File: src/rtl/hrs_pkg.sv
package hrs_pkg;
  typedef enum logic [1:0] {
    HM_DELAYED   = 2'd0,
    HM_CBC_ONLY  = 2'd1,
    HM_IMMEDIATE = 2'd2,
    HM_RESERVED  = 2'd3
  } hic_mode_e;
endpackage

File: src/rtl/hrs_accum.sv
module hrs_accum
  import hrs_pkg::*;
#(
  parameter int ACC_W      = 12,
  parameter int ACC_STEP   = 250,
  parameter int ACC_THRESH = 2000
) (
  input  logic             clk,
  input  logic             rst,
  input  logic             cyc_strobe,
  input  logic             ilim_hit,
  input  logic             clr,
  input  hic_mode_e        mode,
  output logic             trip,
  output logic [ACC_W-1:0] acc_q
);
  localparam logic [ACC_W:0]   THRESH_E = (ACC_W+1)'(ACC_THRESH);
  localparam logic [ACC_W:0]   STEP_E   = (ACC_W+1)'(ACC_STEP);
  localparam logic [ACC_W-1:0] STEP_N   = ACC_W'(ACC_STEP);

  logic             seen_q;
  logic             limited;
  logic [ACC_W:0]   acc_up;
  logic [ACC_W-1:0] acc_dn;
  logic [ACC_W-1:0] acc_d;

  // a limit event anywhere in the cycle counts at the boundary
  assign limited = seen_q | ilim_hit;
  assign acc_up  = {1'b0, acc_q} + STEP_E;
  assign acc_dn  = (acc_q > STEP_N) ? (acc_q - STEP_N) : '0;

  always_comb begin
    trip = 1'b0;
    if (cyc_strobe && limited) begin
      unique case (mode)
        HM_CBC_ONLY:  trip = 1'b0;
        HM_IMMEDIATE: trip = 1'b1;
        default:      trip = (acc_up >= THRESH_E);
      endcase
    end
  end

  always_comb begin
    acc_d = acc_q;
    if (clr) begin
      acc_d = '0;
    end else if (cyc_strobe) begin
      if (mode == HM_CBC_ONLY) acc_d = '0;
      else if (limited)        acc_d = acc_up[ACC_W-1:0];
      else                     acc_d = acc_dn;
    end
  end

  always_ff @(posedge clk) begin
    if (rst) begin
      acc_q  <= '0;
      seen_q <= 1'b0;
    end else begin
      acc_q <= acc_d;
      if (cyc_strobe)    seen_q <= 1'b0;
      else if (ilim_hit) seen_q <= 1'b1;
    end
  end

  // the level never rests at or above the threshold
  a_r2_below_thresh: assert property (@(posedge clk) disable iff (rst)
    {1'b0, acc_q} < THRESH_E);
  // the level only moves on a cycle boundary or a restart
  a_r2_hold_between: assert property (@(posedge clk) disable iff (rst)
    (!cyc_strobe && !clr) |=> $stable(acc_q));
  // a restart empties the accumulator
  a_r4_acc_cleared: assert property (@(posedge clk) disable iff (rst)
    clr |=> (acc_q == '0));
  // cycle-by-cycle-only mode keeps the level at zero
  a_r8_cbc_zero: assert property (@(posedge clk) disable iff (rst)
    (cyc_strobe && mode == HM_CBC_ONLY) |=> (acc_q == '0));
endmodule

File: src/rtl/hrs_ss_ramp.sv
module hrs_ss_ramp #(
  parameter int RAMP_W    = 12,
  parameter int RAMP_MAX  = 4000,
  parameter int RATE_NORM = 8,
  parameter int SLOW_DIV  = 50
) (
  input  logic              clk,
  input  logic              rst,
  input  logic              clr,
  input  logic              slow,
  input  logic              standby,
  output logic [RAMP_W-1:0] ramp_q
);
  localparam logic [RAMP_W:0]   MAX_E  = (RAMP_W+1)'(RAMP_MAX);
  localparam logic [RAMP_W:0]   RATE_E = (RAMP_W+1)'(RATE_NORM);
  localparam logic [RAMP_W-1:0] MAX_N  = RAMP_W'(RAMP_MAX);
  localparam logic [RAMP_W-1:0] RATE_N = RAMP_W'(RATE_NORM);

  logic              grow_tick;
  logic [RAMP_W:0]   sum_e;
  logic [RAMP_W-1:0] up_v;
  logic [RAMP_W-1:0] dn_v;

  generate
    if (SLOW_DIV > 1) begin : g_pace
      localparam int CW = $clog2(SLOW_DIV);
      logic [CW-1:0] cnt_q;
      logic          wrap;
      assign wrap = (cnt_q == CW'(SLOW_DIV - 1));
      always_ff @(posedge clk) begin
        if (rst || clr || !slow) cnt_q <= '0;
        else if (wrap)           cnt_q <= '0;
        else                     cnt_q <= cnt_q + 1'b1;
      end
      assign grow_tick = !slow || wrap;
    end else begin : g_nopace
      assign grow_tick = 1'b1;
    end
  endgenerate

  assign sum_e = {1'b0, ramp_q} + RATE_E;
  assign up_v  = (sum_e > MAX_E) ? MAX_N : sum_e[RAMP_W-1:0];
  assign dn_v  = (ramp_q > RATE_N) ? (ramp_q - RATE_N) : '0;

  always_ff @(posedge clk) begin
    if (rst || clr)     ramp_q <= '0;
    else if (standby)   ramp_q <= dn_v;
    else if (grow_tick) ramp_q <= up_v;
  end

  // the ramp never exceeds its ceiling
  a_r9_ceiling: assert property (@(posedge clk) disable iff (rst)
    {1'b0, ramp_q} <= MAX_E);
  // a restart empties the ramp
  a_r4_ramp_cleared: assert property (@(posedge clk) disable iff (rst)
    clr |=> (ramp_q == '0));
  // soft-stop never raises the ramp
  a_r10_no_rise: assert property (@(posedge clk) disable iff (rst)
    (standby && !clr) |=> (ramp_q <= $past(ramp_q)));
endmodule

File: src/rtl/hrs_restart_ctl.sv
module hrs_restart_ctl (
  input  logic clk,
  input  logic rst,
  input  logic trip,
  input  logic force_restart,
  input  logic first_pulse,
  output logic restart,
  output logic hact_q
);
  assign restart = trip | force_restart;

  always_ff @(posedge clk) begin
    if (rst)              hact_q <= 1'b0;
    else if (restart)     hact_q <= 1'b1;
    else if (first_pulse) hact_q <= 1'b0;
  end

  // any restart leaves the flag set
  a_r13_restart_sets: assert property (@(posedge clk) disable iff (rst)
    restart |=> hact_q);
  // the first pulse ends the slow phase
  a_r7_pulse_clears: assert property (@(posedge clk) disable iff (rst)
    (!restart && first_pulse) |=> !hact_q);
  // the flag holds otherwise
  a_r7_flag_holds: assert property (@(posedge clk) disable iff (rst)
    (!restart && !first_pulse) |=> $stable(hact_q));
endmodule

File: src/rtl/hiccup_restart_seq.sv
module hiccup_restart_seq
  import hrs_pkg::*;
#(
  parameter int RAMP_W      = 12,
  parameter int RAMP_MAX    = 4000,
  parameter int RAMP_OFFSET = 1120,
  parameter int RATE_NORM   = 8,
  parameter int SLOW_DIV    = 50,
  parameter int ACC_W       = 12,
  parameter int ACC_STEP    = 250,
  parameter int ACC_THRESH  = 2000
) (
  input  logic              clk,
  input  logic              rst,
  input  logic              cyc_strobe,
  input  logic              ilim_hit,
  input  logic              first_pulse,
  input  logic              force_restart,
  input  logic              standby,
  input  logic [1:0]        hiccup_mode,
  output logic [RAMP_W-1:0] ss_ramp,
  output logic [ACC_W-1:0]  restart_level,
  output logic              pulse_en,
  output logic              hiccup_active
);
  localparam logic [RAMP_W-1:0] OFFSET_N = RAMP_W'(RAMP_OFFSET);

  hic_mode_e mode;
  logic      trip;
  logic      restart;

  assign mode = hic_mode_e'(hiccup_mode);

  hrs_accum #(
    .ACC_W(ACC_W), .ACC_STEP(ACC_STEP), .ACC_THRESH(ACC_THRESH)
  ) u_accum (
    .clk(clk), .rst(rst), .cyc_strobe(cyc_strobe), .ilim_hit(ilim_hit),
    .clr(restart), .mode(mode), .trip(trip), .acc_q(restart_level)
  );

  hrs_restart_ctl u_ctl (
    .clk(clk), .rst(rst), .trip(trip), .force_restart(force_restart),
    .first_pulse(first_pulse), .restart(restart), .hact_q(hiccup_active)
  );

  hrs_ss_ramp #(
    .RAMP_W(RAMP_W), .RAMP_MAX(RAMP_MAX), .RATE_NORM(RATE_NORM),
    .SLOW_DIV(SLOW_DIV)
  ) u_ramp (
    .clk(clk), .rst(rst), .clr(restart), .slow(hiccup_active),
    .standby(standby), .ramp_q(ss_ramp)
  );

  assign pulse_en = (ss_ramp > OFFSET_N);

  // a force request is never ignored
  a_r12_force_restart: assert property (@(posedge clk) disable iff (rst)
    force_restart |=> (hiccup_active && ss_ramp == '0));
endmodule

File: config.mk
export PLATFORM = sky130hd
export DESIGN_NAME = hiccup_restart_seq
export DESIGN_NICKNAME = d
export VERILOG_FILES = /design/src/rtl/hrs_pkg.sv /design/src/rtl/hrs_accum.sv /design/src/rtl/hrs_ss_ramp.sv /design/src/rtl/hrs_restart_ctl.sv /design/src/rtl/hiccup_restart_seq.sv
export SDC_FILE = /design/constraint.sdc
export NUM_CORES = 1
export LEC_CHECK = 0
export BUFFER_PORTS_ARGS = -buffer_cell sky130_fd_sc_hd__buf_2
export CORE_MARGIN = 5
export CORE_UTILIZATION = 35
export CTS_CLUSTER_DIAMETER = 30
export DETAILED_ROUTE_END_ITERATION = 7
export PLACE_DENSITY = 0.5
export SLEW_MARGIN = 20
export SYNTH_ARGS = -nofsm -noshare
export SYNTH_HDL_FRONTEND = slang
export SYNTH_SLANG_ARGS = --single-unit
File: constraint.sdc
create_clock -name clk -period 5.18 [get_ports clk]
set_input_delay 0 -clock clk [delete_from_list [all_inputs] [get_ports clk]]
set_output_delay 0 -clock clk [all_outputs]
set_load 0.05 [all_outputs]
==> results of run 1 <==
## what timing repair did
action                    CTS  global route
hold buffers                2             0
hold endpoints to repair    2             0
resized for setup           0             0
setup buffers               0             0
## synth_stat cells (6+ instances only)
master	instances	share of area, %
dfxtp_1	28	24
a21oi_1	25	5.4
nor2_1	23	3.7
nand2_1	20	3.2
nand3_1	15	3.2
nor3_2	14	6.0
inv_1	12	1.9
ha_1	11	5.9
nor3_1	11	2.4
clkbuf_1	10	1.6
buf_2	8	1.7
o21ai_0	7	1.5
xnor2_1	7	2.6
buf_4	6	1.9
## final cells by class
cell class / instances / area share, %
tap: 77 / 3.87
sequential: 28 / 22.5
inverter: 12 / 1.81
multi-input combinational: 222 / 62.7
clock buffer: 3 / 1.66
timing repair buffer: 34 / 7.43
## worst min-delay path by stage
stage	start	end	slack [ps]	depth (start not counted)
2_1_floorplan	rst	u_ctl.hact_q	70	1
3_3_place_gp	rst	u_ctl.hact_q	190	2
3_5_place_dp	rst	u_ctl.hact_q	200	2
4_1_cts	ilim_hit	u_accum.seen_q	90	3
5_1_grt	ilim_hit	u_accum.seen_q	160	3
6_report	ilim_hit	u_accum.seen_q	90	3
## cells by family after synthesis
kind of cell    share of synthesized area [%]
xor+xnor                                 4.13
flops                                    24.0
other cells                             0.161
mux                                      1.72
buf+inv                                  9.76
compound gates                           25.0
fa+ha+maj                                5.90
simple gates                             29.3
## tightest hold or removal path, cell delays in order
cell and delay, ps:
buf_2 80, nor2_1 100, nor3_1 130
## cell usage in the layout (no fill, tap or decap), types with 3 or more instances in the layout
cell / synthesis / routed
a211oi_2: 3 / 3
a21oi_1: 25 / 25
a311oi_1: 3 / 3
a31oi_1: 5 / 5
and2_1: 3 / 3
and3_1: 5 / 5
buf_2: 8 / 30
clkbuf_8: 0 / 3
conb_1: 1 / 4
dfxtp_1: 28 / 28
ha_1: 11 / 11
inv_1: 12 / 12
mux2i_1: 4 / 4
nand2_1: 20 / 20
nand3_1: 15 / 15
nor2_1: 23 / 23
nor3_1: 11 / 11
nor3_2: 14 / 14
o211ai_1: 3 / 3
o21ai_0: 7 / 7
o311a_1: 5 / 5
or3_1: 3 / 3
xnor2_1: 7 / 7
xor2_1: 4 / 4
## sequential cells by signal, summed over array words and instances (netlist names)
name	flops
u_ramp.g_pace.cnt_q	6
u_accum.seen_q	1
u_ctl.hact_q	1
u_accum.acc_q	11
u_ramp.ramp_q	9
## report_power, final
group	total [uW]	switching, uW	internal, uW
Clock	118	66.3	52.2
Combinational	183	119	64.4
Sequential	247	23.2	224
## metrics by stage
step	cells	hold WS, ps	total power, uW	utilization (%)
finish	376	94.2	549	38.8
global route	376	161	584	38.8
CTS	376	94.5	557	38.8
detailed placement	371	200	433	37.8
global placement	371	191	436	37.8
floorplan	292	69.1	401	-
## routing by layer
layer / up-vias / share of wire [%] / track usage [%]
met5: - / 0 / 0
met4: 0 / 1.2 / 4.02
li1: 1067 / - / -
met2: 55 / 44 / 21.9
met1: 959 / 51 / 18.8
met3: 6 / 4.0 / 1.80
==> metrics, run 1 <==
status finished clean; Final Instance Area 2490 um^2; register area 561 um^2; Clock Sinks 28; Core Box Area 6420 um^2; hpwl dp 4160 um; Root Buffer clkbuf_8; slowest stage delay, CP 740 ps; Mapped Area 2330 um^2; CTS clk-pin slew, worst paths 100 ps; Worst setup startpoint u_accum.acc_q[3]; Worst Reg-to-Reg Cells 6; Peak VDD IR 0.121 mV; Synth cell types 60; Post-Syn Instances 289; post-route ant nets 0; via count of the first global-routing pass 1938; crit start category flip-flop; via count 2087; sequential-to-total area share from yosys stat 24.0%; Critical Path Slowest Stage Cell nor3b_2; share of cells above drive strength 1 22.7%; total track usage 13.6%; setup violators final 0; die width 91.6 um; drt wl/cell 15.3 um; nets 321; DRT Pass-1 Iters 4; Setup Slack @ Placement 2450 ps; vias per std cell 5.55; period utilisation layout 53.6%; delay-heaviest family, CP simple AND/OR/NAND/NOR gates; max-cap viol count 0; global route overflow 0; worst-path fanout max 15; final RePlAce weighted congestion 0.803; Post-Syn Area per Cell 8.07 um^2; # DRC 0; Seq cells post-synth 28; Die ar. 8400 um^2; Skew-Pair Late Insertion Delay 270 ps; Buf+Inv Stages, Crit Path 0; Post-synth EDFFs 0; initial antenna violation count 0; Antenna Cells 0; Req. time, crit path 5370 ps; critical path class reg2reg; Pins Over Slew Limit 0; RR Startpoint u_accum.acc_q[3]; fill count 684; largest net degree at the start of global routing 27; RSZ-0062 raised after global routing false; Layout area overhead 6.81%; IO Port Bufs 30; critical path capture point type flip-flop; Initial Util 36.3%; WP depth 6; clock skew 8.23 ps; final WL 5750 um; Fmax 0.360 GHz; post-route worst setup slack 2400 ps; most used flip-flop cell after synthesis dfxtp_1; Post-Place Cell Area 2430 um^2; Worst Hold Class in2reg; synth warn 0; sequence of cells on the critical path o2111ai_1, nor2_1, a2111oi_4, nor3b_2, o311ai_0, a311oi_1; starting DRC count in detailed routing 120; Multi-input gate area 1560 um^2; maximum clock path buffer count 2; CTS tree done; CTS H-tree depth 1; flop2flop setup slack 2400 ps; die height 91.6 um; final hold vios 0; min Tclk post-route 2780 ps; first-pass GRT wire length 9580 um; reg-to-reg endpoint u_accum.acc_q[7]; Least-Margin Pin Slew 881 ps; setup TNS 0 ps; relative slew slack 41.0%; CP endpoint u_accum.acc_q[7]; leakage power 0.000934 uW; cts bufs inserted 3; num rows 29; Post-synth ARST share 0%; Cell Pwr Density 220 nW/um^2; CP arrival 2970 ps; # IOs 35
(Power assumes the default switching activity.)
==> run 2, diff against run 1 <==
--- a/config.mk
+++ b/config.mk
@@ -5,12 +5,13 @@
 export SDC_FILE = /design/constraint.sdc
 export NUM_CORES = 1
 export LEC_CHECK = 0
+export ABC_AREA = 1
 export BUFFER_PORTS_ARGS = -buffer_cell sky130_fd_sc_hd__buf_2
 export CORE_MARGIN = 5
 export CORE_UTILIZATION = 35
 export CTS_CLUSTER_DIAMETER = 30
 export DETAILED_ROUTE_END_ITERATION = 7
-export PLACE_DENSITY = 0.5
+export PLACE_DENSITY = 0.52
 export SLEW_MARGIN = 20
 export SYNTH_ARGS = -nofsm -noshare
 export SYNTH_HDL_FRONTEND = slang
==> constraint.sdc (replaced) <==
create_clock -name clk -period 2.4 [get_ports clk]
set_input_delay 0 -clock clk [delete_from_list [all_inputs] [get_ports clk]]
set_output_delay 0 -clock clk [all_outputs]
set_load 0.05 [all_outputs]
==> run 2 against run 1 <==
Net effect: register-to-register slack worse by 1900 ps; wire length is 7.6% higher; die area is 1.7% higher; via count is 16% higher; combinational power is 120% higher; clock skew is 5.8 ps lower; global-route usage is 1.3 points higher; sequential cell count stayed put; cell count is 32% higher; clock power is 140% higher; critical path depth is 7 higher; sequential power is 110% higher; largest cell class unchanged.
==> metrics, run 2 <==
Cell Pwr Density 456 nW/um^2; drt wl/cell 12.5 um; RSZ-0062 raised after global routing false; Peak VDD IR 0.205 mV; CP arrival 2080 ps; Critical Path Slowest Stage Cell dfxtp_1; Antenna Cells 0; postcts setup bufs 0; combinational power share 33.0%; commonest cells after routing, fill and taps aside nand2_1, nor2_1, inv_1, nand3_1, buf_2; Post-Syn Instances 390; Internal 750 uW; maximum clock path buffer count 2; WP depth 13; Post-synth ARST share 0%; max reg flops 11; Skew-Pair Late Insertion Delay 270 ps; min Tclk post-route 1920 ps; starting DRC count in detailed routing 130; leakage power 0.00129 uW; crit start category flip-flop; via count 2429; CTS tree done; slowest stage delay, CP 550 ps; first-pass GRT wire length 10500 um; nets 438; hpwl dp 4880 um; Root Buffer clkbuf_8; initial antenna violation count 0; die height 92.4 um; CP most frequent cell nand2_1; Clk network pwr share 23.9%; Sw Share 37.6%; largest reg by FF count u_accum.acc_q; Initial Util 35.6%; Core Box Area 6680 um^2; via count of the first global-routing pass 2241; Pins Over Slew Limit 0; final hold vios 0; share of cells above drive strength 1 15.1%; Post-Syn Area per Cell 6.09 um^2; Fmax 0.520 GHz; delay-heaviest family, CP simple AND/OR/NAND/NOR gates; Mapped Area 2380 um^2; ranking of synthesized cells by area dfxtp_1, nand2_1, nor2_1; post-route ant nets 0; Synth cell types 31; hold wc startpoint first_pulse; Largest regs u_accum.acc_q: 11 flops, u_ramp.ramp_q: 9 flops, u_ramp.g_pace.cnt_q: 6 flops; total track usage 14.8%; worst-path fanout max 9; Clock Sinks 28; hold depth 6; Switching Power 451 uW; Die ar. 8540 um^2; most common cell in the netlist nand2_1; Seq cells post-synth 28; leading cell type in the layout, fill and taps excluded nand2_1; setup violators final 0; final RePlAce weighted congestion 0.937; # IOs 35; # DRC 0; Min Hold Slack 68.6 ps; post-synth top area cell dfxtp_1; top cells by count, synth nand2_1, nor2_1, inv_1, nand3_1, dfxtp_1; Worst Reg-to-Reg Cells 13; CTS clk-pin slew, worst paths 90 ps; final WL 6190 um; cts bufs inserted 3; Req. time, crit path 2560 ps; IO Port Bufs 30; DRT Pass-1 Iters 4; Worst Hold Class in2reg; most used flip-flop cell after synthesis dfxtp_1; period utilisation layout 80.1%; status finished clean; max-cap viol count 0; sequential-to-total area share from yosys stat 23.6%; num rows 30; area share of the largest cell type after synthesis 23.6%; flop2flop setup slack 480 ps; synth warn 0; clock skew 2.46 ps; Sequential Power Share 43.1%; setup TNS 0 ps; reg-to-reg endpoint u_ramp.ramp_q[3]; sequence of cells on the critical path nand2_1, nor2_1, nand2_1, nand2_1, nand2_1, nor2_1, nand3_1, nand2_1, nand2_2, nand2_1, nand2_1, nand2_1, nor2_1; CTS H-tree depth 1; Hold Path End u_ctl.hact_q; global route overflow 0; die width 92.4 um; largest net degree at the start of global routing 21; post-layout util 39.4%; vias per std cell 4.89; critical path capture point type flip-flop; RR Startpoint u_ramp.ramp_q[7]; Buf+Inv Stages, Crit Path 0; Post-synth EDFFs 0; Layout area overhead 10.8%; critical path class reg2reg
run 2: changes by cell type after synthesis, sizes merged, moves of 21 or more:
cell,delta
inv,+39
nand2,+82
nand3,+21
nor2,+52
nor3,-21
run 2: worst reg2reg max path, stage by stage (launching register included):
cell     delay (ps)
dfxtp_1         550
nand2_1         190
nor2_1          200
nand2_1          70
nand2_1          60
nand2_1          60
nor2_1          110
nand3_1         100
nand2_1         160
nand2_2         100
nand2_1          70
nand2_1          50
nand2_1          60
nor2_1           30
run 2: worst max-delay path by stage:
stage | from | to | slack [ps]
after floorplan | u_ramp.ramp_q[3] | pulse_en | 180
after global placement | u_accum.acc_q[2] | u_accum.acc_q[6] | 390
after detailed placement | u_accum.acc_q[1] | u_accum.acc_q[2] | 330
after CTS | u_accum.acc_q[2] | u_accum.acc_q[2] | 310
after global routing | u_ramp.ramp_q[7] | u_ramp.ramp_q[8] | 170
final | u_ramp.ramp_q[7] | u_ramp.ramp_q[3] | 480
run 2: cell type report:
cell class	instances	area, um^2
multi-input combinational	301	1550
tap	80	100
fill	757	4050
inverter	51	191
timing repair buffer	33	175
sequential	28	561
clock buffer	4	55.1
run 2: power by group through the flow:
stage | sequential, uW | clock [uW] | combinational, uW
2_1_floorplan | 571 | 0 | 273
3_3_place_gp | 529 | 0 | 398
3_5_place_dp | 528 | 0 | 394
4_1_cts | 518 | 301 | 396
5_1_grt | 522 | 306 | 448
6_report | 518 | 287 | 396
run 2: per-layer routing:
layer | track usage (%) | vias up | routed length, um
met2 | 25.5 | 71 | 2880
met5 | 0 | - | 0
met1 | 19.3 | 1072 | 2950
met3 | 1.87 | 8 | 266
li1 | - | 1278 | -
met4 | 4.33 | 0 | 92
run 2: repair_timing:
| action | in CTS | in global routing |
|---|---|---|
| hold endpoints to repair | 1 | 0 |
| hold buffers | 1 | 0 |
| resized for setup | 0 | 1 |
| endpoints found under the setup margin | 0 | 1 |
run 2: metrics by stage:
stage / cell area (um^2) / worst slack [ps] / std cells / power (uW)
after floorplan: 2390 / 175 / 393 / 844
after global placement: 2560 / 390 / 492 / 926
after detailed placement: 2560 / 333 / 492 / 921
after CTS: 2630 / 306 / 497 / 1220
after global routing: 2630 / 172 / 497 / 1280
final: 2630 / 478 / 497 / 1200
run 2: cell families after synthesis:
family          after synthesis  synth area share, %
simple gates                230                 43.6
buf+inv                      64                 12.0
compound gates               43                 10.1
flops                        28                 23.6
xor+xnor                     13                 4.79
fa+ha+maj                    11                 5.79
other cells                   1                0.158
